**src/rtl/wdg_pkg.sv**
```systemverilog
package wdg_pkg;
  localparam int DEF_SET_W  = 5;
  localparam int DEF_FRAC_W = 3;

  typedef struct packed {
    logic active;
    logic restart;
    logic trdy;
  } wdg_ctl_t;
endpackage

```
**src/rtl/wdg_limit_reg.sv**
```systemverilog
module wdg_limit_reg #(
  parameter int SET_W  = wdg_pkg::DEF_SET_W,
  parameter int FRAC_W = wdg_pkg::DEF_FRAC_W,
  localparam int CNT_W = SET_W + FRAC_W
) (
  input  logic             clk,
  input  logic             rst,
  input  logic             restart,
  input  logic [SET_W-1:0] tmr_set,
  output logic [CNT_W-1:0] lim_m1,
  output logic             armed
);
  logic [CNT_W-1:0] limit_q;

  // The setting is captured only at restarts, so mid-transaction edits wait.
  always_ff @(posedge clk) begin
    if (rst)          limit_q <= '0;
    else if (restart) limit_q <= {tmr_set, {FRAC_W{1'b0}}};
  end

  assign armed  = (limit_q != '0);
  assign lim_m1 = limit_q - 1'b1;
endmodule

```
**src/rtl/wdg_counter.sv**
```systemverilog
module wdg_counter #(
  parameter int CNT_W = wdg_pkg::DEF_SET_W + wdg_pkg::DEF_FRAC_W
) (
  input  logic              clk,
  input  logic              rst,
  input  wdg_pkg::wdg_ctl_t ctl,
  input  logic              armed,
  input  logic [CNT_W-1:0]  lim_m1,
  output logic [CNT_W-1:0]  cnt
);
  always_ff @(posedge clk) begin
    if (rst || !ctl.active)          cnt <= '0;
    else if (ctl.restart)            cnt <= '0;
    else if (armed && cnt != lim_m1) cnt <= cnt + 1'b1;
  end

  AST_RESTART_CLEARS: assert property (@(posedge clk) disable iff (rst)
    (ctl.active && ctl.restart) |=> (cnt == '0));
  AST_IDLE_ZERO: assert property (@(posedge clk) disable iff (rst)
    !ctl.active |=> (cnt == '0));
endmodule

```
**src/rtl/wdg_expiry.sv**
```systemverilog
module wdg_expiry #(
  parameter int CNT_W = wdg_pkg::DEF_SET_W + wdg_pkg::DEF_FRAC_W
) (
  input  logic              clk,
  input  logic              rst,
  input  wdg_pkg::wdg_ctl_t ctl,
  input  logic              armed,
  input  logic [CNT_W-1:0]  lim_m1,
  input  logic [CNT_W-1:0]  cnt,
  output logic              abort_q,
  output logic              serr_q
);
  logic fired_q;
  logic fire;

  assign fire = ctl.active && !ctl.restart && armed && !fired_q &&
                !ctl.trdy && (cnt == lim_m1);

  always_ff @(posedge clk) begin
    if (rst) begin
      fired_q <= 1'b0;
      abort_q <= 1'b0;
      serr_q  <= 1'b0;
    end else begin
      abort_q <= fire;
      serr_q  <= fire;
      if (!ctl.active || ctl.restart) fired_q <= 1'b0;
      else if (fire)                  fired_q <= 1'b1;
    end
  end

  AST_ONE_SHOT: assert property (@(posedge clk) disable iff (rst)
    abort_q |=> !abort_q);
  AST_DISARMED_QUIET: assert property (@(posedge clk) disable iff (rst)
    !armed |=> !abort_q);
  always_comb begin
    AST_SERR_PAIR: assert (rst || abort_q == serr_q);
  end
endmodule

```
**src/rtl/mst_stall_watchdog.sv**
```systemverilog
module mst_stall_watchdog #(
  parameter int SET_W  = wdg_pkg::DEF_SET_W,
  parameter int FRAC_W = wdg_pkg::DEF_FRAC_W,
  localparam int CNT_W = SET_W + FRAC_W
) (
  input  logic             clk,
  input  logic             rst,
  input  logic [SET_W-1:0] tmr_set,
  input  logic             xact_active,
  input  logic             xfer_ok,
  input  logic             trdy,
  input  logic             retry,
  output logic             abort_req,
  output logic             serr_req
);
  logic              act_q;
  logic              armed;
  logic [CNT_W-1:0]  lim_m1;
  logic [CNT_W-1:0]  cnt;
  wdg_pkg::wdg_ctl_t ctl;
  logic              retry_unused;

  // Retries deliberately do not restart the count.
  assign retry_unused = retry;

  always_ff @(posedge clk) begin
    if (rst) act_q <= 1'b0;
    else     act_q <= xact_active;
  end

  assign ctl.active  = xact_active;
  assign ctl.restart = xact_active && (!act_q || xfer_ok);
  assign ctl.trdy    = trdy;

  wdg_limit_reg #(.SET_W(SET_W), .FRAC_W(FRAC_W)) u_limit (
    .clk(clk), .rst(rst), .restart(ctl.restart), .tmr_set(tmr_set),
    .lim_m1(lim_m1), .armed(armed));

  wdg_counter #(.CNT_W(CNT_W)) u_cnt (
    .clk(clk), .rst(rst), .ctl(ctl), .armed(armed), .lim_m1(lim_m1),
    .cnt(cnt));

  wdg_expiry #(.CNT_W(CNT_W)) u_exp (
    .clk(clk), .rst(rst), .ctl(ctl), .armed(armed), .lim_m1(lim_m1),
    .cnt(cnt), .abort_q(abort_req), .serr_q(serr_req));

  AST_IDLE_QUIET: assert property (@(posedge clk) disable iff (rst)
    !xact_active |=> !abort_req);
  AST_RESET_QUIET: assert property (@(posedge clk)
    rst |=> !abort_req && !serr_req);
endmodule

```
**config.mk**
```make
export PLATFORM = sky130hd
export DESIGN_NAME = mst_stall_watchdog
export DESIGN_NICKNAME = d
export VERILOG_FILES = /design/src/rtl/wdg_pkg.sv /design/src/rtl/wdg_limit_reg.sv /design/src/rtl/wdg_counter.sv /design/src/rtl/wdg_expiry.sv /design/src/rtl/mst_stall_watchdog.sv
export SDC_FILE = /design/constraint.sdc
export NUM_CORES = 1
export LEC_CHECK = 0
export BUFFER_PORTS_ARGS = -buffer_cell sky130_fd_sc_hd__buf_4
export CAP_MARGIN = 20
export CORE_MARGIN = 2
export CORE_UTILIZATION = 45
export CTS_BUF_LIST = sky130_fd_sc_hd__clkbuf_8
export DETAILED_ROUTE_END_ITERATION = 10
export GPL_TIMING_DRIVEN = 0
export SYNTH_ARGS = -nofsm -noshare
export SYNTH_HDL_FRONTEND = slang
export SYNTH_HIERARCHICAL = 1
export SYNTH_SLANG_ARGS = --single-unit
```
**constraint.sdc**
```tcl
create_clock -name clk -period 5.8 [get_ports clk]
set_input_delay 0 -clock clk [delete_from_list [all_inputs] [get_ports clk]]
set_output_delay 0 -clock clk [all_outputs]
set_load 0.03 [all_outputs]
```
==> impl_metrics.yaml, run 1 <==
outcome:
  outcome: "finished, final reports clean"
die:
  die_w_microns: 50.6
  core-area_sq_mm: 0.00200
  io_pins: 13
  initial_utilization: 0.489
  die_h_microns: 50.6
  rows: 16
  die_area_sq_mm: 0.00256
critical_path:
  path_cells: "inv_1 > ha_1 > nor3b_1 > xor2_1 > xnor2_1 > nand4_2 > o21ai_0 > mux2i_1 > nor2_1"
  cpMaxStageDelayCell: "o21ai_0"
  cp.required_ns: 5.93
  slowest_delay_ns: 0.36
  path_max_fanout: 4
  crit_arrival_ns: 2.46
  cp_num_buf_inv: 1
  worstSetupPathType: "reg2reg"
  cp_top_family: "simple AND/OR/NAND/NOR gates"
  worstSetupEndpointType: "flip-flop"
  start_kind: "flip-flop"
clocking:
  clk_latency_ns: 0.25
  tritoncts: "yes"
  cts-root-buf: "clkbuf_8"
  cts.sinks: 16
  ctsResizeCount: 0
  numCtsBuffers: 3
  cts_max_level: 1
  clockBufferDepth: 2
  clkTransAtPathRegs_ns: 0.07
sta:
  fin_crit_ns: 2.34
  timing.fmax_mhz: 428
  timing.final.max_slew_violations: 0
  hold_viol_final: 0
  finClkSkew_ns: 0.00664
  finalCritPeriodShare: 0.403
  setup_viol: 0
  tns_ns: 0
  rsz0062_at_grt: "false"
synth:
  ys_warn_count: 6
  synth_xor_area_frac: 0.188
  yosys.area_share.simple: 0.231
  synth_top_family_by_area: "simple AND/OR/NAND/NOR gates"
  synth_fa_ha_area_frac: 0.0384
  async_reset_ff_frac: 0
  synth-seq-cells: 16
  synth_top_area_share: 0.327
  synth_compound_area_frac: 0.0870
  synth-edff-count: 0
  synth_area_leaders: "dfxtp_1 (33%), xor2_1 (12%), xnor2_1 (7.2%)"
  netlist_area_sq_um: 978
  syn-instance-count: 108
  syn_area_per_cell_sq_um: 9.06
  synth_flop_cell: "dfxtp_1"
  synth.distinct_cells: 33
  seq_area_frac_synth: 0.327
  synth_mux_area_frac: 0.0614
  yosys.area.top_type: "dfxtp_1"
pwr:
  swShare: 0.246
  clock_power_share: 0.372
  p_seq_frac: 0.440
  p_total_mw: 0.263
  power_density_mw_per_mm2: 213
  intPower_mw: 0.198
  switchingPower_mw: 0.0648
  comb_power_share: 0.188
  ir_worst_vdd_mv: 0.141
  p_leak_nw: 0.513
placed_design:
  dpl-instance-area_sq_mm: 0.00110
  hpwl_microns: 1360
  dp_cells: 148
  port_buffers: 11
  place_congestion: 0.832
route:
  routed_wirelength_microns: 1910
  viasPerCell: 4.98
  routedWlPerCell_microns: 11.9
  drt_iter0_drc: 13
  drtAntennaViolNets: 0
  remaining_drc_errors: 0
  num_vias: 797
  dr.pass1.iters: 4
min_path:
  hp-class: "in2reg"
grt:
  grt_antenna_before_repair: 0
  gr-total-overflow: 0
  grt_pass1_vias: 775
  grt_max_degree: 11
  grt_pass1_wl_microns: 3370
  grt_usage: 0.172
cells_and_area:
  antenna_cells: 0
  area_delta_synth_final_pct: 26.5
  stdcell_count: 160
  drive_above_1_share: 0.218
  design_area_sq_mm: 0.00124
  finalNetCount: 148
job:
  cap_violations: 0
-- power groups by stage --
stage	logic [mW]	clock network, mW	registers (mW)
after detailed placement	0.0442	0	0.118
after floorplan	0.0335	0	0.118
after global routing	0.0550	0.107	0.116
after global placement	0.0441	0	0.118
final	0.0495	0.0978	0.116
after CTS	0.0488	0.100	0.116
-- worst register-to-register path, cell delays in order, from the launching register on --
cell and delay (ns):
dfxtp_1 0.33, inv_1 0.14, ha_1 0.22, nor3b_1 0.29
xor2_1 0.29, xnor2_1 0.17, nand4_2 0.15, o21ai_0 0.36
mux2i_1 0.23, nor2_1 0.05
-- Yosys cell counts (2+ instances only) --
library cell  number
o21ai_0            4
nor3b_1            2
or4_1              2
nand3_1            2
xor2_1            13
a21oi_1            4
o211ai_1           2
nand4_1            3
nor2_1             9
nand2_1            3
buf_4              4
nor4_1             2
or3_2              3
dfxtp_1           16
ha_1               3
nand4_2            2
xnor2_1            8
mux2i_1            6
inv_1              6
-- timing repair --
item                                   CTS  global route
setup buffers                            0             0
endpoints found under the hold margin    5             1
hold buffers                             7             1
-- cell type report --
| type | count | area [sq um] |
|---|---|---|
| tap | 27 | 33.8 |
| multi-input combinational | 82 | 604 |
| buffer | 6 | 38.8 |
| clock buffer | 4 | 55.1 |
| inverter | 6 | 22.5 |
| fill | 189 | 764 |
| sequential | 16 | 320 |
| timing repair buffer | 19 | 163 |
-- path summary, 6_finish.rpt --
check,depth (start not counted),start,slack (ns),end
max reg2reg,9,u_limit/limit_q[3]$_SDFFE_PP0P_,3.46,u_cnt/cnt[1]$_SDFFE_PP0P_
min reg2reg,2,u_exp/fired_q$_SDFFE_PP0P_,0.48,u_exp/fired_q$_SDFFE_PP0P_
max,9,u_limit/limit_q[3]$_SDFFE_PP0P_,3.46,u_cnt/cnt[1]$_SDFFE_PP0P_
min,3,tmr_set[2],0.004,u_limit/limit_q[5]$_SDFFE_PP0P_
-- registers in the layout, indices dropped and copies added (netlist names) --
signal and flops:
act_q 1, u_cnt/cnt 8, u_exp/fired_q 1, u_exp/serr_q 1, u_limit/limit_q 5
-- layer usage --
| layer | part of all wire | global-route usage | up-vias |
|---|---|---|---|
| li1 | - | - | 420 |
| met1 | 0.50 | 0.239 | 368 |
| met2 | 0.47 | 0.272 | 9 |
| met3 | 0.023 | 0.0357 | 0 |
| met4 | 0 | 0.0405 | 0 |
| met5 | 0 | 0 | - |
-- cells in the final DEF (no fill, tap or decap), drive strengths merged, types with 4 or more instances in the layout --
master	count
a21oi	4
buf	16
clkbuf	5
dfxtp	16
dlygate4sd3	8
inv	6
mux2i	6
nand4	5
nor2	10
o21ai	4
xnor2	8
xor2	13
-- stage by stage --
step	worst slack, ns	hold slack, ns	utilization
6_report	3.46	0.00440	0.618
5_1_grt	3.20	0.0404	0.618
4_1_cts	3.45	0.00347	0.613
3_5_place_dp	3.55	0.247	0.551
3_3_place_gp	3.53	0.238	0.551
2_1_floorplan	3.75	0.0716	-
-- kinds of logic (layout without fill, tap and decap cells) --
kind of cell	after synthesis	after routing
simple gates	36	36
mux	6	6
fa+ha+maj	3	3
flops	16	16
other cells	1	3
compound gates	13	13
xor+xnor	21	21
buf+inv	12	35
No activity file was read; power rests on OpenSTA's default activity.
==> run 2: changes to the inputs <==
--- a/config.mk
+++ b/config.mk
@@ -5,13 +5,16 @@
 export SDC_FILE = /design/constraint.sdc
 export NUM_CORES = 1
 export LEC_CHECK = 0
+export ABC_AREA = 1
 export BUFFER_PORTS_ARGS = -buffer_cell sky130_fd_sc_hd__buf_4
 export CAP_MARGIN = 20
+export CORE_ASPECT_RATIO = 2
 export CORE_MARGIN = 2
 export CORE_UTILIZATION = 45
 export CTS_BUF_LIST = sky130_fd_sc_hd__clkbuf_8
 export DETAILED_ROUTE_END_ITERATION = 10
 export GPL_TIMING_DRIVEN = 0
+export PLACE_DENSITY = 0.66
 export SYNTH_ARGS = -nofsm -noshare
 export SYNTH_HDL_FRONTEND = slang
 export SYNTH_HIERARCHICAL = 1
==> constraint.sdc (replaced) <==
create_clock -name clk -period 2 [get_ports clk]
set_input_delay 0 -clock clk [delete_from_list [all_inputs] [get_ports clk]]
set_output_delay 0 -clock clk [all_outputs]
set_load 0.03 [all_outputs]
==> run 2 against run 1 <==
  * Synthesized cell count is 87% higher
  * Maximum frequency rose by 32%
  * Sequential share of layout area fell by 3.1 points
  * Global-route usage grew 1.8 points
  * Register-to-register slack worse by 3.2 ns
  * Critical path depth up 5
  * Largest cell class unchanged
==> impl_metrics.yaml, run 2 <==
critical_path:
  cp.required_ns: 2.14
  path_max_fanout: 10
  r2r-start: "u_limit/limit_q[3]$_SDFFE_PP0P_"
  crit_start: "u_limit/limit_q[3]$_SDFFE_PP0P_"
  worstSetupEndpointType: "flip-flop"
  slowest_delay_ns: 0.32
  path_cells: "inv_2 > ha_4 > nand2_1 > nand2_1 > nand2_1 > inv_1 > nand2_1 > nand2_1 > nand2_1 > nor2_4 > nand2_4 > buf_6 > a21oi_1 > nor2_1"
  worstSetupPathType: "reg2reg"
  cp_num_buf_inv: 3
  start_kind: "flip-flop"
  crit_arrival_ns: 1.91
  cp_top_family: "simple AND/OR/NAND/NOR gates"
  crit_top_cell: "nand2_1"
  cpMaxStageDelayCell: "dfxtp_1"
clocking:
  cts-root-buf: "clkbuf_8"
  clkTransAtPathRegs_ns: 0.06
  cts.sinks: 16
  tritoncts: "yes"
  clockBufferDepth: 2
  clk_latency_ns: 0.25
  post_cts_buffers: 0
  cts_max_level: 1
  numCtsBuffers: 3
route:
  drtAntennaViolNets: 0
  dr.pass1.iters: 2
  drt_iter0_drc: 12
  routed_wirelength_microns: 2330
  routedWlPerCell_microns: 9.45
  num_vias: 1147
  viasPerCell: 4.64
  remaining_drc_errors: 0
cells_and_area:
  regMostFlops: "u_cnt/cnt"
  stdcell_count: 247
  area_delta_synth_final_pct: 16.2
  finalNetCount: 235
  antenna_cells: 0
  final_cell_mix: "nand2_1 (70), inv_1 (30), nor2_1 (18)"
  layout_commonest_cell: "nand2_1"
  ff_latch_area_sq_um: 320
  design_area_sq_mm: 0.00141
  fillers: 276
  top_regs: "u_cnt/cnt (8), u_limit/limit_q (5)"
  drive_above_1_share: 0.228
  largest_reg_flops: 8
  multi_input_area_sq_um: 722
  final_util: 0.547
placed_design:
  dp_cells: 243
  port_buffers: 11
  place_congestion: 0.829
  dp_slack_ns: 0.0516
  dpl-instance-area_sq_mm: 0.00134
  hpwl_microns: 1920
synth:
  yosysMostFrequentCell: "nand2_1"
  synth_mux_area_frac: 0
  seq_area_frac_synth: 0.265
  syn_area_per_cell_sq_um: 5.99
  synth_area_leaders: "dfxtp_1 (26%), nand2_1 (22%), inv_1 (9.6%)"
  ys_warn_count: 6
  synth_top_family_by_area: "simple AND/OR/NAND/NOR gates"
  netlist_area_sq_mm: 0.00121
  synth_fa_ha_area_frac: 0.0310
  yosys.area_share.simple: 0.443
  yosys.area.top_type: "dfxtp_1"
  synth_xor_area_frac: 0.0290
  synth.distinct_cells: 24
  synth-seq-cells: 16
  yosys-top-cells-count: "nand2_1 (70), inv_1 (31), nor2_1 (18)"
  synth_top_area_share: 0.265
  async_reset_ff_frac: 0
  syn-instance-count: 202
  synth-edff-count: 0
  synth_compound_area_frac: 0.0683
  synth_flop_cell: "dfxtp_1"
pwr:
  p_seq_frac: 0.451
  intPower_mw: 0.532
  p_total_mw: 0.747
  power_density_mw_per_mm2: 531
  swShare: 0.288
  ir_worst_vdd_mv: 0.426
  p_leak_nw: 0.696
  comb_power_share: 0.228
  clock_power_share: 0.320
  switchingPower_mw: 0.215
sta:
  finalWorstSetupSlack_ns: 0.228
  finClkSkew_ns: 0.00194
  finalCritPeriodShare: 0.886
  hold_viol_final: 0
  tns_ns: 0
  rsz0062_at_grt: "false"
  fin_crit_ns: 1.77
  worst_hold_slack_ns: 0.00312
  timing.fmax_mhz: 564
  setup_viol: 0
  timing.final.max_slew_violations: 0
grt:
  grt_max_degree: 11
  grt_antenna_before_repair: 0
  grt_usage: 0.190
  grt_pass1_wl_microns: 4330
  grt_pass1_vias: 1116
  gr-total-overflow: 0
die:
  initial_utilization: 0.471
  die_w_microns: 40.7
  io_pins: 13
  core-area_sq_mm: 0.00257
  die_h_microns: 77.3
  rows: 26
  die_area_sq_mm: 0.00314
job:
  cap_violations: 0
outcome:
  outcome: "finished, final reports clean"
min_path:
  worstHoldStart: "xact_active"
  hp-class: "in2reg"
[run 2: changes by cell type after synthesis, sizes merged, moves of 3 or more]
| cell | delta |
|---|---|
| nand3 | +9 |
| inv | +34 |
| mux2i | -6 |
| xor2 | -12 |
| nand2 | +73 |
| nand4 | -5 |
| nor2 | +14 |
| a21oi | +11 |
| or3 | -3 |
| o21ai | -4 |
| nor4 | -3 |
| xnor2 | -5 |
[run 2: cell families (layout without fill, tap and decap cells)]
group / Yosys count / in the layout
AND/OR/NAND/NOR: 117 / 117
buffers and inverters: 46 / 61
flip-flops: 16 / 16
AO/OA/AOI/OAI: 15 / 15
XOR/XNOR: 4 / 4
adder cells (fa/ha/maj): 3 / 3
other: 1 / 3
[run 2: path summary, 6_finish.rpt]
kind                           endpoint  slack, ns  cells after the start
max reg2reg   u_cnt/cnt[7]$_SDFFE_PP0P_       0.23                     14
min                    act_q$_SDFF_PP0_      0.003                      3
max           u_cnt/cnt[7]$_SDFFE_PP0P_       0.23                     14
min reg2reg  u_exp/fired_q$_SDFFE_PP0P_       0.44                      2
[run 2: tightest hold or removal path: stages]
cell and delay [ns]:
buf_4 0.10, inv_1 0.05, nor2_1 0.07
[run 2: repair_timing]
action	in CTS	in global routing
hold buffers	1	0
endpoints found under the setup margin	0	8
resized for setup	0	4
hold endpoints to repair	5	0
[run 2: layout make-up]
cell class | instances | share of cell area
plain buffers | 5 | 0.0294
clock buffers | 3 | 0.0294
inverters | 41 | 0.109
multi-input cells | 142 | 0.513
flip-flops and latches | 16 | 0.228
well taps | 28 | 0.0249
repair buffers | 12 | 0.0658
[run 2: per-layer routing]
layer | wire length (microns) | vias to the layer above | GRT usage | share of wire
met2 | 1370 | 12 | 0.359 | 0.59
met3 | 34 | 5 | 0.0257 | 0.015
met1 | 888 | 503 | 0.183 | 0.38
met4 | 39 | 0 | 0.0700 | 0.017
li1 | - | 627 | - | -
met5 | 0 | - | 0 | 0
[run 2: power groups by stage]
stage | combinational, mW | sequential (mW) | clock [mW]
6_report | 0.171 | 0.337 | 0.239
2_1_floorplan | 0.126 | 0.342 | 0
4_1_cts | 0.167 | 0.336 | 0.251
5_1_grt | 0.199 | 0.338 | 0.265
3_5_place_dp | 0.165 | 0.344 | 0
3_3_place_gp | 0.161 | 0.343 | 0
